`config.mk`:
```
export PLATFORM = sky130hd
export DESIGN_NAME = cell_row_counter
export DESIGN_NICKNAME = d
export VERILOG_FILES = /design/src/rtl/crc_pkg.sv /design/src/rtl/crc_ctrl.sv /design/src/rtl/crc_datapath.sv /design/src/rtl/cell_row_counter.sv
export SDC_FILE = /design/constraint.sdc
export NUM_CORES = 1
export LEC_CHECK = 0
export BUFFER_PORTS_ARGS = -buffer_cell sky130_fd_sc_hd__buf_2
export CORE_AREA = 2 2 39 41
export CTS_CLUSTER_DIAMETER = 30
export DETAILED_ROUTE_END_ITERATION = 7
export DIE_AREA = 0 0 41 43
export GPL_ROUTABILITY_DRIVEN = 0
export SETUP_SLACK_MARGIN = 0.1
export SYNTH_ARGS = -nofsm -noshare
export SYNTH_HDL_FRONTEND = slang
export SYNTH_SLANG_ARGS = --single-unit
```
`constraint.sdc`:
```
create_clock -name clk -period 2.25 [get_ports clk]
set_input_delay 0.3375 -clock clk [delete_from_list [all_inputs] [get_ports clk]]
set_output_delay 0.3375 -clock clk [all_outputs]
set_load 0.005 [all_outputs]
```
`src/rtl/crc_pkg.sv`:
```
package crc_pkg;
  // Width of the row counter and width of the short-cell row field.
  localparam int unsigned CountW = 4;
  localparam int unsigned ShortW = 3;

  // Strobes the control sends to the datapath each cycle.
  typedef struct packed {
    logic clear;    // return the count to zero
    logic advance;  // add one to the count
  } crcStrobes_t;
endpackage

```
`src/rtl/crc_ctrl.sv`:
```
module crc_ctrl
  import crc_pkg::*;
(
  input  logic        lineStart,
  input  logic        offMatrix,
  input  logic        lastRow,
  output crcStrobes_t strobes
);
  logic wrapNow;

  // A wrap needs both the final-row detect and a new line; nothing is held.
  assign wrapNow = lineStart & lastRow;

  always_comb begin
    strobes.clear   = wrapNow;
    strobes.advance = lineStart & ~offMatrix & ~wrapNow;
  end
endmodule

```
`src/rtl/crc_datapath.sv`:
```
module crc_datapath
  import crc_pkg::*;
#(
  parameter int unsigned CNT_W   = CountW,
  parameter int unsigned SHORT_W = ShortW
) (
  input  logic             clk,
  input  logic             rst,
  input  crcStrobes_t      strobes,
  input  logic             tallCell,
  output logic [CNT_W-1:0] count,
  output logic             lastRow
);
  localparam int unsigned HighW = CNT_W - SHORT_W;

  logic [CNT_W-1:0] countQ;
  logic             lowFull;
  logic             highFull;

  always_ff @(posedge clk) begin
    if (rst) begin
      countQ <= '0;
    end else if (strobes.clear) begin
      countQ <= '0;
    end else if (strobes.advance) begin
      countQ <= countQ + CNT_W'(1);
    end
  end

  // Short-cell rows all ones in the low field; tall cells also need the high field full.
  assign lowFull = &countQ[SHORT_W-1:0];

  generate
    if (HighW > 0) begin : g_high
      assign highFull = &countQ[CNT_W-1:SHORT_W];
    end else begin : g_nohigh
      assign highFull = 1'b1;
    end
  endgenerate

  assign lastRow = lowFull & (highFull | ~tallCell);
  assign count   = countQ;
endmodule

```
`src/rtl/cell_row_counter.sv`:
```
module cell_row_counter
  import crc_pkg::*;
#(
  parameter int unsigned CNT_W   = CountW,
  parameter int unsigned SHORT_W = ShortW
) (
  input  logic             clk,
  input  logic             rst,
  input  logic             lineStart,
  input  logic             offMatrix,
  input  logic             tallCell,
  output logic [CNT_W-1:0] rowCount,
  output logic             lastRow,
  output logic             cellWrap
);
  crcStrobes_t strobes;
  logic        lastRowInt;

  crc_ctrl ctrl_i (
    .lineStart (lineStart),
    .offMatrix (offMatrix),
    .lastRow   (lastRowInt),
    .strobes   (strobes)
  );

  crc_datapath #(
    .CNT_W   (CNT_W),
    .SHORT_W (SHORT_W)
  ) dp_i (
    .clk      (clk),
    .rst      (rst),
    .strobes  (strobes),
    .tallCell (tallCell),
    .count    (rowCount),
    .lastRow  (lastRowInt)
  );

  assign lastRow  = lastRowInt;
  assign cellWrap = strobes.clear;
endmodule

```
==> summary.json, run 1 <==
{
  "outcome": "finished clean",
  "final_net_count": 45,
  "worst_skew_pair.late_latency_ns": 0.24,
  "critPathLaunchType": "register",
  "switchingPower_uw": 46.54,
  "tritoncts.num_buffers": 3,
  "proportion_of_power_drawn_by_the_clock_network_pct": 49.6,
  "antenna_violating_nets_post_route": 0,
  "timing.setup.critical_path_class": "reg2out",
  "setup_viol": 0,
  "yosysSeqAreaShare_pct": 31.37,
  "finalHoldViolations": 0,
  "power.internal_uw": 143.6,
  "tritoncts": "done",
  "crit_path_end_kind": "output pin",
  "first_pass_grt_wire_length_um": 910,
  "synth.top_cells.by_area": "dfxtp_1, ha_1, nand4b_4, a22o_1, a2111oi_2",
  "largest_register_ff_count": 4,
  "post_cts_resized": 0,
  "synth_flop_cell": "dfxtp_1",
  "met2_global_route_usage_pct": 10.00,
  "clk_transition_reported_paths_ns": 0.04,
  "comb_power_share_pct": 10.1,
  "core-area_sq_um": 1384,
  "gr-usage-met1_pct": 8.974,
  "antenna_violations_before_repair": 0,
  "netlist_top_cells_count": "dfxtp_1, a22o_1, a31oi_1, ha_1, nand3b_1",
  "clock-skew-final_ns": 0.001794,
  "worst-endpoint-required_ns": 1.91,
  "seqPwrFrac_pct": 40.4,
  "routed_wire_length_per_instance_um": 10.21,
  "layout_min_cycle_time_ns": 1.702,
  "slew_violations": 0,
  "cts_hold_repair.buffers": 0,
  "largest_net_degree_at_the_start_of_global_routing": 7,
  "ios": 11,
  "synthesis.nets": 30,
  "global_route.usage.met3_pct": 6.283,
  "worstRegToRegCells": 5,
  "first_global_vias": 208,
  "max-cap-violations": 0,
  "netlist_area_sq_um": 255.2,
  "drt_first_iter_violations": 1,
  "achievable-frequency_mhz": 587.6,
  "crit_arrival_ns": 1.36,
  "die_area_sq_um": 1763,
  "rsz0062_at_grt": "false",
  "routed-via-count": 227,
  "postSynth.asyncResetShare_pct": 0,
  "global_route.overflow_total": 0,
  "global_route.peak_usage_layer": "met4",
  "netSwitchingFraction_pct": 24.48,
  "cell_type_with_the_highest_aggregate_area_in_the_netlist": "dfxtp_1",
  "post-route-period-util_pct": 75.64,
  "io_buffers": 10,
  "drc": 0,
  "timing.max_slew.rel_slack_pct": 73.47,
  "post_cts_buffers": 0,
  "yosysTopAreaCellShare_pct": 31.37,
  "area_growth_pct": 36.27,
  "die_height_um": 43,
  "route.final.wire_length_um": 531,
  "yosys.cell_count.top_type": "dfxtp_1",
  "cts.path.max_buffers": 2,
  "detail_route.first_pass.iterations": 2,
  "grtUsageTotal_pct": 9.027,
  "worst-slew-pin-transition_ns": 0.3973,
  "post-dp-hpwl_um": 410.7,
  "count_of_synthesis_stage_warnings_from_yosys": 0,
  "hold-path-cell-count": 2,
  "p_leak_nw": 0.1916,
  "netlist-cell-type-count": 16,
  "ctsHtreeMaxLevel": 1,
  "power_dens_cells_nw_per_um2": 546.6,
  "post_drt_via_cell_ratio": 4.365,
  "root_buffer": "clkbuf_4",
  "post_synth_inst_count": 23,
  "starting_density_of_the_core_pct": 18.44,
  "share_of_final_layout_standard_cells_stronger_than_drive_strength_1_pct": 47.22,
  "synth-edff-count": 0,
  "rows": 14,
  "setup_total_negative_slack_ns": 0,
  "hp-class": "in2reg",
  "timing.critical_path.fanout_max": 6,
  "postLayoutCoreUtil_pct": 25.14,
  "die_w_um": 41,
  "ys_seq_elements": 4,
  "ir_worst_vdd_mv": 0.1059,
  "cts.sinks": 4,
  "antenna-diode-count": 0,
  "layout.filler_cells": 155,
  "synthesis.area_per_instance_sq_um": 11.10
}
[stage by stage]
step                total power [mW]  instance area [sq um]  hold WS, ns  cells  setup WS [ns]
finish                        0.1901                  347.8       0.2991     52         0.5481
detailed placement           0.09772                  325.3       0.5145     49         0.6636
CTS                           0.1950                  347.8       0.2933     52         0.5369
global route                  0.2034                  347.8       0.2890     52         0.4220
global placement             0.09755                  325.3       0.5173     49         0.6641
floorplan                    0.08779                  255.2       0.4069     23         0.7436
[layout make-up]
type	count	area, sq um	area share [%]
multi-input cells	18	171.4	49.28
flip-flops and latches	4	80.08	23.02
repair buffers	10	50.05	14.39
clock buffers	3	22.52	6.475
well taps	16	20.02	5.755
inverters	1	3.754	1.079
[power groups by stage]
stage / sequential (mW) / clock [mW] / combinational [mW]
after floorplan: 0.0780 / 0 / 0.00974
after global placement: 0.0778 / 0 / 0.0198
after detailed placement: 0.0780 / 0 / 0.0197
after CTS: 0.0768 / 0.0985 / 0.0197
after global routing: 0.0773 / 0.104 / 0.0222
final: 0.0767 / 0.0942 / 0.0192
[routing by layer]
| layer | wire length (um) | vias to the layer above |
|---|---|---|
| met1 | 230 | 102 |
| met3 | 31 | 4 |
| li1 | - | 115 |
| met2 | 242 | 6 |
| met4 | 27 | 0 |
| met5 | 0 | - |
[cell families after synthesis]
family	after synthesis	share of synthesized area (%)
adders and majority gates	2	9.802
AOI/OAI and AO/OA	5	17.65
DFF	4	31.37
muxes	1	4.411
and+or+nand+nor	10	35.30
buffers and inverters	1	1.469
[cells in the final DEF (no fill, tap or decap), types with 2 or more instances in the layout]
| cell | n |
|---|---|
| buf_2 | 10 |
| dfxtp_1 | 4 |
| clkbuf_4 | 3 |
| nand3b_1 | 2 |
| a31oi_1 | 2 |
| a22o_1 | 2 |
| ha_1 | 2 |
[worst max-delay path, stage by stage (launching register included)]
cell     delay [ns]
dfxtp_1        0.41
ha_1           0.19
ha_1           0.26
and3_1         0.17
buf_2          0.10
[final timing paths]
kind                 startpoint             to  slack (ns)
setup / recovery  dp_i.count[1]       cellWrap        0.55
hold / removal              rst  dp_i.count[3]        0.30
setup reg to reg  dp_i.count[0]  dp_i.count[3]        0.65
hold reg to reg   dp_i.count[3]  dp_i.count[3]        0.53
Power figures use the tool's default switching activity.
==> run 2, diff against run 1 <==
clock period = 1.7 ns   (was 2.25 ns; I/O delays follow)
==> run 2 against run 1 <==
Net effect: sequential power increased by 29%; critical path depth is 1 higher; die area unchanged; final cell count is 3.8% higher; via count up 6.6%; register-to-register slack got worse by 0.44 ns; hold slack worse by 0.076 ns; sequential share of layout area is 1.1 points lower; clock skew grew 0.0042 ns.
==> summary.json, run 2 (same netlist as run 1, synthesis figures left out) <==
{
  "outcome": {"value": "finished clean", "change": "unchanged"},
  "largest_net_degree_at_the_start_of_global_routing": {"value": 7, "change": "unchanged"},
  "timing.setup.critical_path_class": {"value": "reg2reg", "change": "was reg2out"},
  "drt_first_iter_violations": {"value": 5, "change": "was 1"},
  "post-route-period-util_pct": 87.61,
  "routed-via-count": {"value": 242, "change": "was 227"},
  "layout_common_cells": {"value": "buf_2, dfxtp_1, clkbuf_4", "change": "unchanged"},
  "worst-slew-pin-transition": {"value": 0.3897, "unit": "ns", "change": "was 0.3973 ns"},
  "post-dp-hpwl": {"value": 430.6, "unit": "um", "change": "was 410.7 um"},
  "post-layout-total-power": {"value": 255.2, "unit": "uW", "change": "was 190.1 uW"},
  "post_drt_via_cell_ratio": {"value": 4.481, "change": "was 4.365"},
  "ir_worst_vdd": {"value": 0.2694, "unit": "mV", "change": "was 0.1059 mV"},
  "post_cts_buffers": {"value": 0, "change": "unchanged"},
  "crit_path_end_kind": {"value": "register", "change": "was output pin"},
  "clk_transition_reported_paths": {"value": 0.04, "unit": "ns", "change": "about the same"},
  "ctsHtreeMaxLevel": {"value": 1, "change": "unchanged"},
  "area_growth": {"value": 43.14, "unit": "%", "change": "was 36.27%"},
  "finalHoldViolations": {"value": 0, "change": "unchanged"},
  "worst-endpoint-required": {"value": 1.86, "unit": "ns", "change": "was 1.91 ns"},
  "ios": {"value": 11, "change": "unchanged"},
  "tritoncts": {"value": "done", "change": "unchanged"},
  "placed_area": {"value": 340.3, "unit": "sq um", "change": "was 325.3 sq um"},
  "first_pass_grt_wire_length": {"value": 931, "unit": "um", "change": "was 910 um"},
  "root_buffer": {"value": "clkbuf_4", "change": "unchanged"},
  "io_buffers": {"value": 10, "change": "unchanged"},
  "path_delay_family": {"value": "simple AND/OR/NAND/NOR gates", "change": "was adder cells"},
  "layout.filler_cells": {"value": 159, "change": "was 155"},
  "slowest_stage_cell_cp": {"value": "or4_1", "change": "was dfxtp_1"},
  "die_area": {"value": 1763, "unit": "sq um", "change": "unchanged"},
  "tritoncts.num_buffers": {"value": 3, "change": "unchanged"},
  "route.final.wire_length": {"value": 537, "unit": "um", "change": "was 531 um"},
  "antenna_violating_nets_post_route": {"value": 0, "change": "unchanged"},
  "rsz0062_at_grt": {"value": "false", "change": "unchanged"},
  "starting_density_of_the_core": {"value": 18.44, "unit": "%", "change": "unchanged"},
  "global_route.overflow_total": {"value": 0, "change": "unchanged"},
  "largest_register_ff_count": {"value": 4, "change": "unchanged"},
  "drc": {"value": 0, "change": "unchanged"},
  "fin_area": {"value": 365.4, "unit": "sq um", "change": "was 347.8 sq um"},
  "cts.path.max_buffers": {"value": 2, "change": "unchanged"},
  "post_cts_resized": {"value": 0, "change": "unchanged"},
  "critical_path_buf_inv_count": {"value": 0, "change": "was 1"},
  "final_net_count": {"value": 47, "change": "was 45"},
  "grtUsageTotal": {"value": 8.333, "unit": "%", "change": "was 9.027%"},
  "achievable-frequency_mhz": 671.5,
  "die_height": {"value": 43, "unit": "um", "change": "unchanged"},
  "antenna_violations_before_repair": {"value": 0, "change": "unchanged"},
  "cpPeakStageDelay": {"value": 0.40, "unit": "ns", "change": "was 0.41 ns"},
  "cts_hold_repair.buffers": {"value": 0, "change": "unchanged"},
  "timing.critical_path.fanout_max": {"value": 6, "change": "unchanged"},
  "rows": {"value": 14, "change": "unchanged"},
  "hp-class": {"value": "in2reg", "change": "unchanged"},
  "layout_min_cycle_time_ns": 1.489,
  "setup_total_negative_slack": {"value": 0, "unit": "ns", "change": "unchanged"},
  "critPathLaunchType": {"value": "register", "change": "unchanged"},
  "share_of_final_layout_standard_cells_stronger_than_drive_strength_1": {"value": 52.63, "unit": "%", "change": "was 47.22%"},
  "cts.sinks": {"value": 4, "change": "unchanged"},
  "antenna-diode-count": {"value": 0, "change": "unchanged"},
  "crit_arrival": {"value": 1.65, "unit": "ns", "change": "was 1.36 ns"},
  "p_leak": {"value": 0.1991, "unit": "nW", "change": "was 0.1916 nW"},
  "max-cap-violations": {"value": 0, "change": "unchanged"},
  "die_w": {"value": 41, "unit": "um", "change": "unchanged"},
  "power_dens_cells": {"value": 698.4, "unit": "nW/um^2", "change": "was 546.6 nW/um^2"},
  "clock-skew-final": {"value": 0.006021, "unit": "ns", "change": "was 0.001794 ns"},
  "worst_skew_pair.late_latency": {"value": 0.24, "unit": "ns", "change": "about the same"},
  "first_global_vias": {"value": 232, "change": "was 208"},
  "slew_violations": {"value": 0, "change": "unchanged"},
  "routed_wire_length_per_instance": {"value": 9.944, "unit": "um", "change": "was 10.21 um"},
  "layout.cells.most_common": {"value": "buf_2", "change": "unchanged"},
  "detail_route.first_pass.iterations": {"value": 4, "change": "was 2"},
  "timing.max_slew.rel_slack": {"value": 73.97, "unit": "%", "change": "was 73.47%"},
  "setup_viol": {"value": 0, "change": "unchanged"},
  "critical_path.cell_chain": {"value": "ha_1 > ha_2 > nor2b_1 > or4_1 > a31oi_1", "change": "was ha_1 > ha_1 > and3_1 > buf_2"},
  "core-area": {"value": 1384, "unit": "sq um", "change": "unchanged"}
}
## run 2: cell count changes in the layout (fill, tap and decap cells not counted), sizes merged
cell / delta
buf: +2
## run 2: area by class of cell
| class | count | area [sq um] | share of cell area [%] |
|---|---|---|---|
| tap | 16 | 20.02 | 5.479 |
| sequential | 4 | 80.08 | 21.92 |
| multi-input combinational | 18 | 173.9 | 47.60 |
| clock buffer | 3 | 22.52 | 6.164 |
| timing repair buffer | 12 | 65.06 | 17.81 |
| inverter | 1 | 3.754 | 1.027 |
## run 2: power by group
part / internal [mW] / leakage, nW / switching [mW]
Clock: 0.0793 / 0.0138 / 0.0445
Sequential: 0.0973 / 0.0325 / 0.00154
Combinational: 0.0168 / 0.153 / 0.0157
Total: 0.193 / 0.199 / 0.0617
## run 2: final timing paths
check / to / cells past startpoint / slack (ns) / from
worst max-delay path: dp_i.count[3] / 5 / 0.21 / dp_i.count[0]
worst min-delay path: dp_i.count[3] / 2 / 0.22 / rst
worst max register to register: dp_i.count[3] / 5 / 0.21 / dp_i.count[0]
worst min register to register: dp_i.count[3] / 2 / 0.53 / dp_i.count[3]
## run 2: worst reg2reg max path, delay by kind of cell, from the launching register on
| kind | cells | cell delay, ns |
|---|---|---|
| AND/OR/NAND/NOR | 2 | 0.53 |
| flip-flops | 1 | 0.30 |
| AO/OA/AOI/OAI | 1 | 0.18 |
| adder cells (fa/ha/maj) | 2 | 0.40 |
## run 2: per-layer routing
metal  up-vias  wire length, um  global-route usage (%)
li1        121                -                       -
met1       115              216                   9.003
met2         6              273                   11.56
met3         0               48                   7.853
met4         0                0                   2.000
met5         -                0                       0
## run 2: through the flow
stage,setup slack (ns),instances,hold slack [ns],util [%]
floorplan,0.1936,23,0.3244,-
global placement,0.1746,51,0.4710,24.59
detailed placement,0.1812,51,0.4677,24.59
CTS,0.1517,54,0.2155,26.22
global route,0.1257,54,0.2176,26.40
finish,0.2107,54,0.2235,26.40
